### config.mk
export PLATFORM = sky130hd
export DESIGN_NAME = msi_spi_frame
export DESIGN_NICKNAME = d
export VERILOG_FILES = /design/src/rtl/msf_pkg.sv /design/src/rtl/msf_decode.sv /design/src/rtl/msf_doorbell.sv /design/src/rtl/msf_readback.sv /design/src/rtl/msi_spi_frame.sv
export SDC_FILE = /design/constraint.sdc
export NUM_CORES = 1
export LEC_CHECK = 0
export BUFFER_PORTS_ARGS = -buffer_cell sky130_fd_sc_hd__clkbuf_2
export CORE_MARGIN = 2
export CORE_UTILIZATION = 44
export DETAILED_ROUTE_END_ITERATION = 10
export PLACE_DENSITY = 0.81
export SYNTH_ARGS = -nofsm -noshare
export SYNTH_HDL_FRONTEND = slang
export SYNTH_SLANG_ARGS = --single-unit
export TNS_END_PERCENT = 20
### constraint.sdc
create_clock -name clk -period 2.4 [get_ports clk]
set_input_delay 0.24 -clock clk [delete_from_list [all_inputs] [get_ports clk]]
set_output_delay 0.24 -clock clk [all_outputs]
set_load 0.02 [all_outputs]
### src/rtl/msf_pkg.sv
package msf_pkg;

  localparam int FRAME_BYTES = 4096;
  localparam int ADDR_W      = $clog2(FRAME_BYTES);
  localparam int DATA_W      = 32;
  localparam int ID_W        = 10;
  localparam int FIELD_SHIFT = 16;

  localparam int MIN_SPI_ID  = 32;
  localparam int SPI_ID_END  = 1020;

  localparam logic [ADDR_W-1:0] OFS_TYPE     = 12'h008;
  localparam logic [ADDR_W-1:0] OFS_DOORBELL = 12'h040;
  localparam logic [ADDR_W-1:0] OFS_IDENT    = 12'hFCC;

  localparam logic [DATA_W-1:0] IDENT_VALUE  = '0;

  function automatic logic [DATA_W-1:0] type_word(input int base, input int num);
    logic [ID_W-1:0] b;
    logic [ID_W-1:0] n;
    b = ID_W'(base);
    n = ID_W'(num);
    return (DATA_W'(b) << FIELD_SHIFT) | DATA_W'(n);
  endfunction

  function automatic logic in_window(input logic [ID_W-1:0] id, input int base, input int num);
    return (int'(id) >= base) && (int'(id) < base + num);
  endfunction

  function automatic int line_of(input logic [ID_W-1:0] id, input int base);
    return int'(id) - base;
  endfunction

endpackage

### src/rtl/msf_decode.sv
module msf_decode
  import msf_pkg::*;
(
  input  logic [ADDR_W-1:0] addr,
  input  logic              wr_en,
  input  logic              rd_en,
  output logic              db_wr,
  output logic              type_rd,
  output logic              ident_rd
);

  logic hit_db;
  logic hit_type;
  logic hit_ident;

  always_comb begin
    hit_db    = (addr == OFS_DOORBELL);
    hit_type  = (addr == OFS_TYPE);
    hit_ident = (addr == OFS_IDENT);
  end

  assign db_wr    = wr_en && hit_db;
  assign type_rd  = rd_en && hit_type;
  assign ident_rd = rd_en && hit_ident;

endmodule

### src/rtl/msf_doorbell.sv
module msf_doorbell
  import msf_pkg::*;
#(
  parameter int BASE_SPI = 32,
  parameter int NUM_SPIS = 64
) (
  input  logic                clk,
  input  logic                rst,
  input  logic                db_wr,
  input  logic [ID_W-1:0]     id,
  output logic [NUM_SPIS-1:0] spi_pulse,
  output logic                err_pulse,
  output logic                id_ok_w,
  output logic                fire_w
);

  localparam int IDX_W = (NUM_SPIS > 1) ? $clog2(NUM_SPIS) : 1;

  logic [IDX_W-1:0] line_w;
  logic             reject_w;

  assign id_ok_w  = in_window(id, BASE_SPI, NUM_SPIS);
  assign line_w   = IDX_W'(line_of(id, BASE_SPI));
  assign fire_w   = db_wr && id_ok_w;
  assign reject_w = db_wr && !id_ok_w;

  for (genvar i = 0; i < NUM_SPIS; i++) begin : g_line
    always_ff @(posedge clk) begin
      if (rst) spi_pulse[i] <= 1'b0;
      else     spi_pulse[i] <= fire_w && (line_w == IDX_W'(i));
    end
  end

  always_ff @(posedge clk) begin
    if (rst) err_pulse <= 1'b0;
    else     err_pulse <= reject_w;
  end

endmodule

### src/rtl/msf_readback.sv
module msf_readback
  import msf_pkg::*;
#(
  parameter int BASE_SPI = 32,
  parameter int NUM_SPIS = 64
) (
  input  logic              clk,
  input  logic              rst,
  input  logic              type_rd,
  input  logic              ident_rd,
  output logic [DATA_W-1:0] rdata
);

  localparam logic [DATA_W-1:0] TYPE_VAL = type_word(BASE_SPI, NUM_SPIS);

  logic [DATA_W-1:0] rdata_d;

  always_comb begin
    if (type_rd)       rdata_d = TYPE_VAL;
    else if (ident_rd) rdata_d = IDENT_VALUE;
    else               rdata_d = '0;
  end

  always_ff @(posedge clk) begin
    if (rst) rdata <= '0;
    else     rdata <= rdata_d;
  end

endmodule

### src/rtl/msi_spi_frame.sv
module msi_spi_frame
  import msf_pkg::*;
#(
  parameter int BASE_SPI = 32,
  parameter int NUM_SPIS = 64
) (
  input  logic                clk,
  input  logic                rst,
  input  logic [11:0]         addr,
  input  logic [31:0]         wdata,
  input  logic                wr_en,
  input  logic                rd_en,
  output logic [31:0]         rdata,
  output logic [NUM_SPIS-1:0] spi_pulse,
  output logic                err_pulse
);

  if (BASE_SPI < MIN_SPI_ID) begin : g_bad_base
    $error("msi_spi_frame: BASE_SPI below first shared ID");
  end
  if (NUM_SPIS < 1) begin : g_bad_count
    $error("msi_spi_frame: NUM_SPIS must be at least one");
  end
  if (BASE_SPI + NUM_SPIS > SPI_ID_END) begin : g_bad_range
    $error("msi_spi_frame: SPI range passes the last shared ID");
  end

  logic            db_wr_w;
  logic            type_rd_w;
  logic            ident_rd_w;
  logic            id_ok_w;
  logic            fire_w;
  logic [ID_W-1:0] id_w;
  logic            unused_wdata_hi;

  assign id_w            = wdata[ID_W-1:0];
  assign unused_wdata_hi = ^wdata[DATA_W-1:ID_W];

  msf_decode u_decode (
    .addr     (addr),
    .wr_en    (wr_en),
    .rd_en    (rd_en),
    .db_wr    (db_wr_w),
    .type_rd  (type_rd_w),
    .ident_rd (ident_rd_w)
  );

  msf_doorbell #(
    .BASE_SPI (BASE_SPI),
    .NUM_SPIS (NUM_SPIS)
  ) u_doorbell (
    .clk       (clk),
    .rst       (rst),
    .db_wr     (db_wr_w),
    .id        (id_w),
    .spi_pulse (spi_pulse),
    .err_pulse (err_pulse),
    .id_ok_w   (id_ok_w),
    .fire_w    (fire_w)
  );

  msf_readback #(
    .BASE_SPI (BASE_SPI),
    .NUM_SPIS (NUM_SPIS)
  ) u_readback (
    .clk      (clk),
    .rst      (rst),
    .type_rd  (type_rd_w),
    .ident_rd (ident_rd_w),
    .rdata    (rdata)
  );

endmodule

==> results.py <==
metrics = {
    "power": {
        "p_leak_nw": 1.25,
        "p_int_w": 0.00163,
        "vdd_ir_drop_max_mv": 0.364,
        "pwr-share-seq": 0.524,
        "p_clk_frac": 0.426,
        "netSwitchingFraction": 0.222,
        "power_density_nw_per_um2": 749,
        "p_switching_w": 0.000463,
        "power.share.combinational": 0.049,
    },
    "die": {
        "initial_core_util": 0.463,
        "core_area_um2": 4820,
        "die_area_um2": 5650,
        "rows": 25,
        "die_width_um": 75.2,
        "die_y_um": 75.2,
        "ios": 145,
    },
    "clock_tree": {
        "clk_path_buf_depth": 2,
        "postCtsSetupBuffers": 0,
        "root_buffer": "clkbuf_8",
        "path_clk_slew_ns": 0.07,
        "cts_tree": "built",
        "hold_buffers": 0,
        "cts_sinks": 66,
        "cts_buffers": 9,
        "cts_resized": 0,
        "cts-htree-levels": 3,
    },
    "timing": {
        "finalCritPeriodShare": 0.562,
        "finalSetupViolations": 0,
        "grt_setup_unrepaired": "no",
        "setup_tns_ns": 0,
        "clock.fmax_ghz": 0.741,
        "holdWs_ns": 0.151,
        "period_minus_slack_ns": 1.35,
        "slew_viol_final": 0,
        "final_hold_viol_count": 0,
        "slew_headroom": 0.522,
        "tightest_slew_ns": 0.715,
    },
    "route": {
        "routed_via_density": 4.37,
        "drtIter0Drc": 68,
        "drc": 0,
        "via_count": 1644,
        "drtAntennaViolNets": 0,
        "first_pass_iters": 4,
        "wl_um": 4620,
        "wl_per_cell_um": 12.3,
    },
    "cells_and_area": {
        "diodes": 0,
        "num-fill-cells": 444,
        "area_delta_synth_final_pct": 25.1,
        "layout_commonest_cell": "clkbuf_2",
        "drive_above_1_share": 0.382,
        "fin_area_um2": 2790,
        "multiInputGateArea_um2": 721,
        "final_cell_mix": "clkbuf_2, dfxtp_1, nor2_1",
        "fin_nets": 352,
        "register_area_um2": 1320,
    },
    "yosys": {
        "mappedNetlistArea_um2": 2230,
        "yosysWarnings": 0,
        "synthCells": 211,
        "ys_seq_elements": 66,
        "yosysUniqueCellTypes": 21,
        "syn_avg_cell_area_um2": 10.6,
        "seq_area_frac_synth": 0.593,
    },
    "global_routing": {
        "grt-ovfl-total": 0,
        "antenna_found_initial": 0,
        "grt_pass1_vias": 1474,
        "grt_max_degree": 17,
        "track_usage": 0.168,
        "grt_pass1_wl_um": 6920,
    },
    "placed_design": {
        "hpwl_um": 3380,
        "gp_congestion": 0.712,
        "dpl-instance-area_um2": 2590,
        "portBuffers": 92,
    },
    "worst_setup_path": {
        "path_class": "primary input to flop",
        "slowest_delay_ns": 0.55,
        "cp_slowest_cell": "nand4_2",
        "endpoint_kind": "flop",
        "critPathRequiredTime_ns": 2.65,
        "crit_arrival_ns": 1.60,
        "worstPathCellList": "clkbuf_2 > nor4_4 > nand4_2 > nor2_1",
        "crit_path_max_fanout": 16,
        "start_kind": "primary input",
    },
    "run": {
        "maxCapViolations": 0,
    },
    "hold_path": {
        "hold_class": "primary input to flop",
    },
    "outcome": {
        "status": "finished, final reports clean",
    },
}
[synth_stat cells]
cell type,number,share of area
nor4_4,3,0.029
buf_6,4,0.020
buf_4,31,0.10
nor2_2,1,0.0028
buf_1,1,0.0017
nor2_1,65,0.11
dfxtp_1,66,0.59
nand4b_1,10,0.039
conb_1,1,0.0017
nor2b_1,4,0.011
nor3_2,1,0.0045
nand2_1,1,0.0017
nand4_2,4,0.022
nor4b_4,1,0.011
and4b_1,1,0.0045
nor3_1,2,0.0045
nand4_1,8,0.022
and2_1,1,0.0028
o21a_1,1,0.0034
nor4bb_1,1,0.0045
clkbuf_1,4,0.0067
[kinds of logic after synthesis]
family | count (synthesis) | share of synthesized area
AND/OR/NAND/NOR | 103 | 0.269
buffers and inverters | 40 | 0.133
AO/OA/AOI/OAI | 1 | 0.00337
flip-flops | 66 | 0.593
other | 1 | 0.00168
[area by class of cell]
type                            count  share of cell area
Clock buffer                       11              0.0507
Clock inverter                      5              0.0193
Multi-Input combinational cell    134               0.258
Sequential cell                    66               0.474
Tap cell                           67              0.0301
Timing Repair Buffer               93               0.168
[worst paths after layout]
check | from | end | slack [ns] | cells past startpoint
setup / recovery | addr[9] | u_doorbell.spi_pulse[35] | 1.05 | 4
hold / removal | rd_en | u_readback.rdata[6] | 0.15 | 3
[power by group through the flow]
stage	registers [W]	logic (W)	clock network [W]
3_5_place_dp	0.00112	0.000103	0
6_report	0.00109	0.000103	0.000891
3_3_place_gp	0.00112	0.000101	0
4_1_cts	0.00109	0.000103	0.000906
2_1_floorplan	0.00112	0.000103	0
5_1_grt	0.00109	0.000111	0.000959
[state kept, by name (all words and copies together) (netlist names)]
register and count:
u_doorbell.err_pulse 1, u_doorbell.spi_pulse 64, u_readback.rdata 1
[stage by stage]
step | cells | util | total power, W | worst slack, ns
after floorplan | 240 | - | 0.00122 | 1.18
after global placement | 360 | 0.538 | 0.00122 | 0.789
after detailed placement | 360 | 0.538 | 0.00122 | 0.674
after CTS | 376 | 0.579 | 0.00210 | 1.02
after global routing | 376 | 0.579 | 0.00216 | 0.926
final | 376 | 0.579 | 0.00209 | 1.05
[metal layers]
metal | vias to the layer above | track usage | share of wire
met5 | - | 0 | 0
met4 | 0 | 0.0936 | 0.019
met3 | 9 | 0.0455 | 0.093
met2 | 89 | 0.288 | 0.49
met1 | 733 | 0.189 | 0.40
li1 | 813 | - | -
[worst max-delay path: cells and delay by family]
family | cells | cell delay [ns]
buf+inv | 1 | 0.10
simple gates | 3 | 1.26
Note: power is estimated with default switching activity, not from simulation.
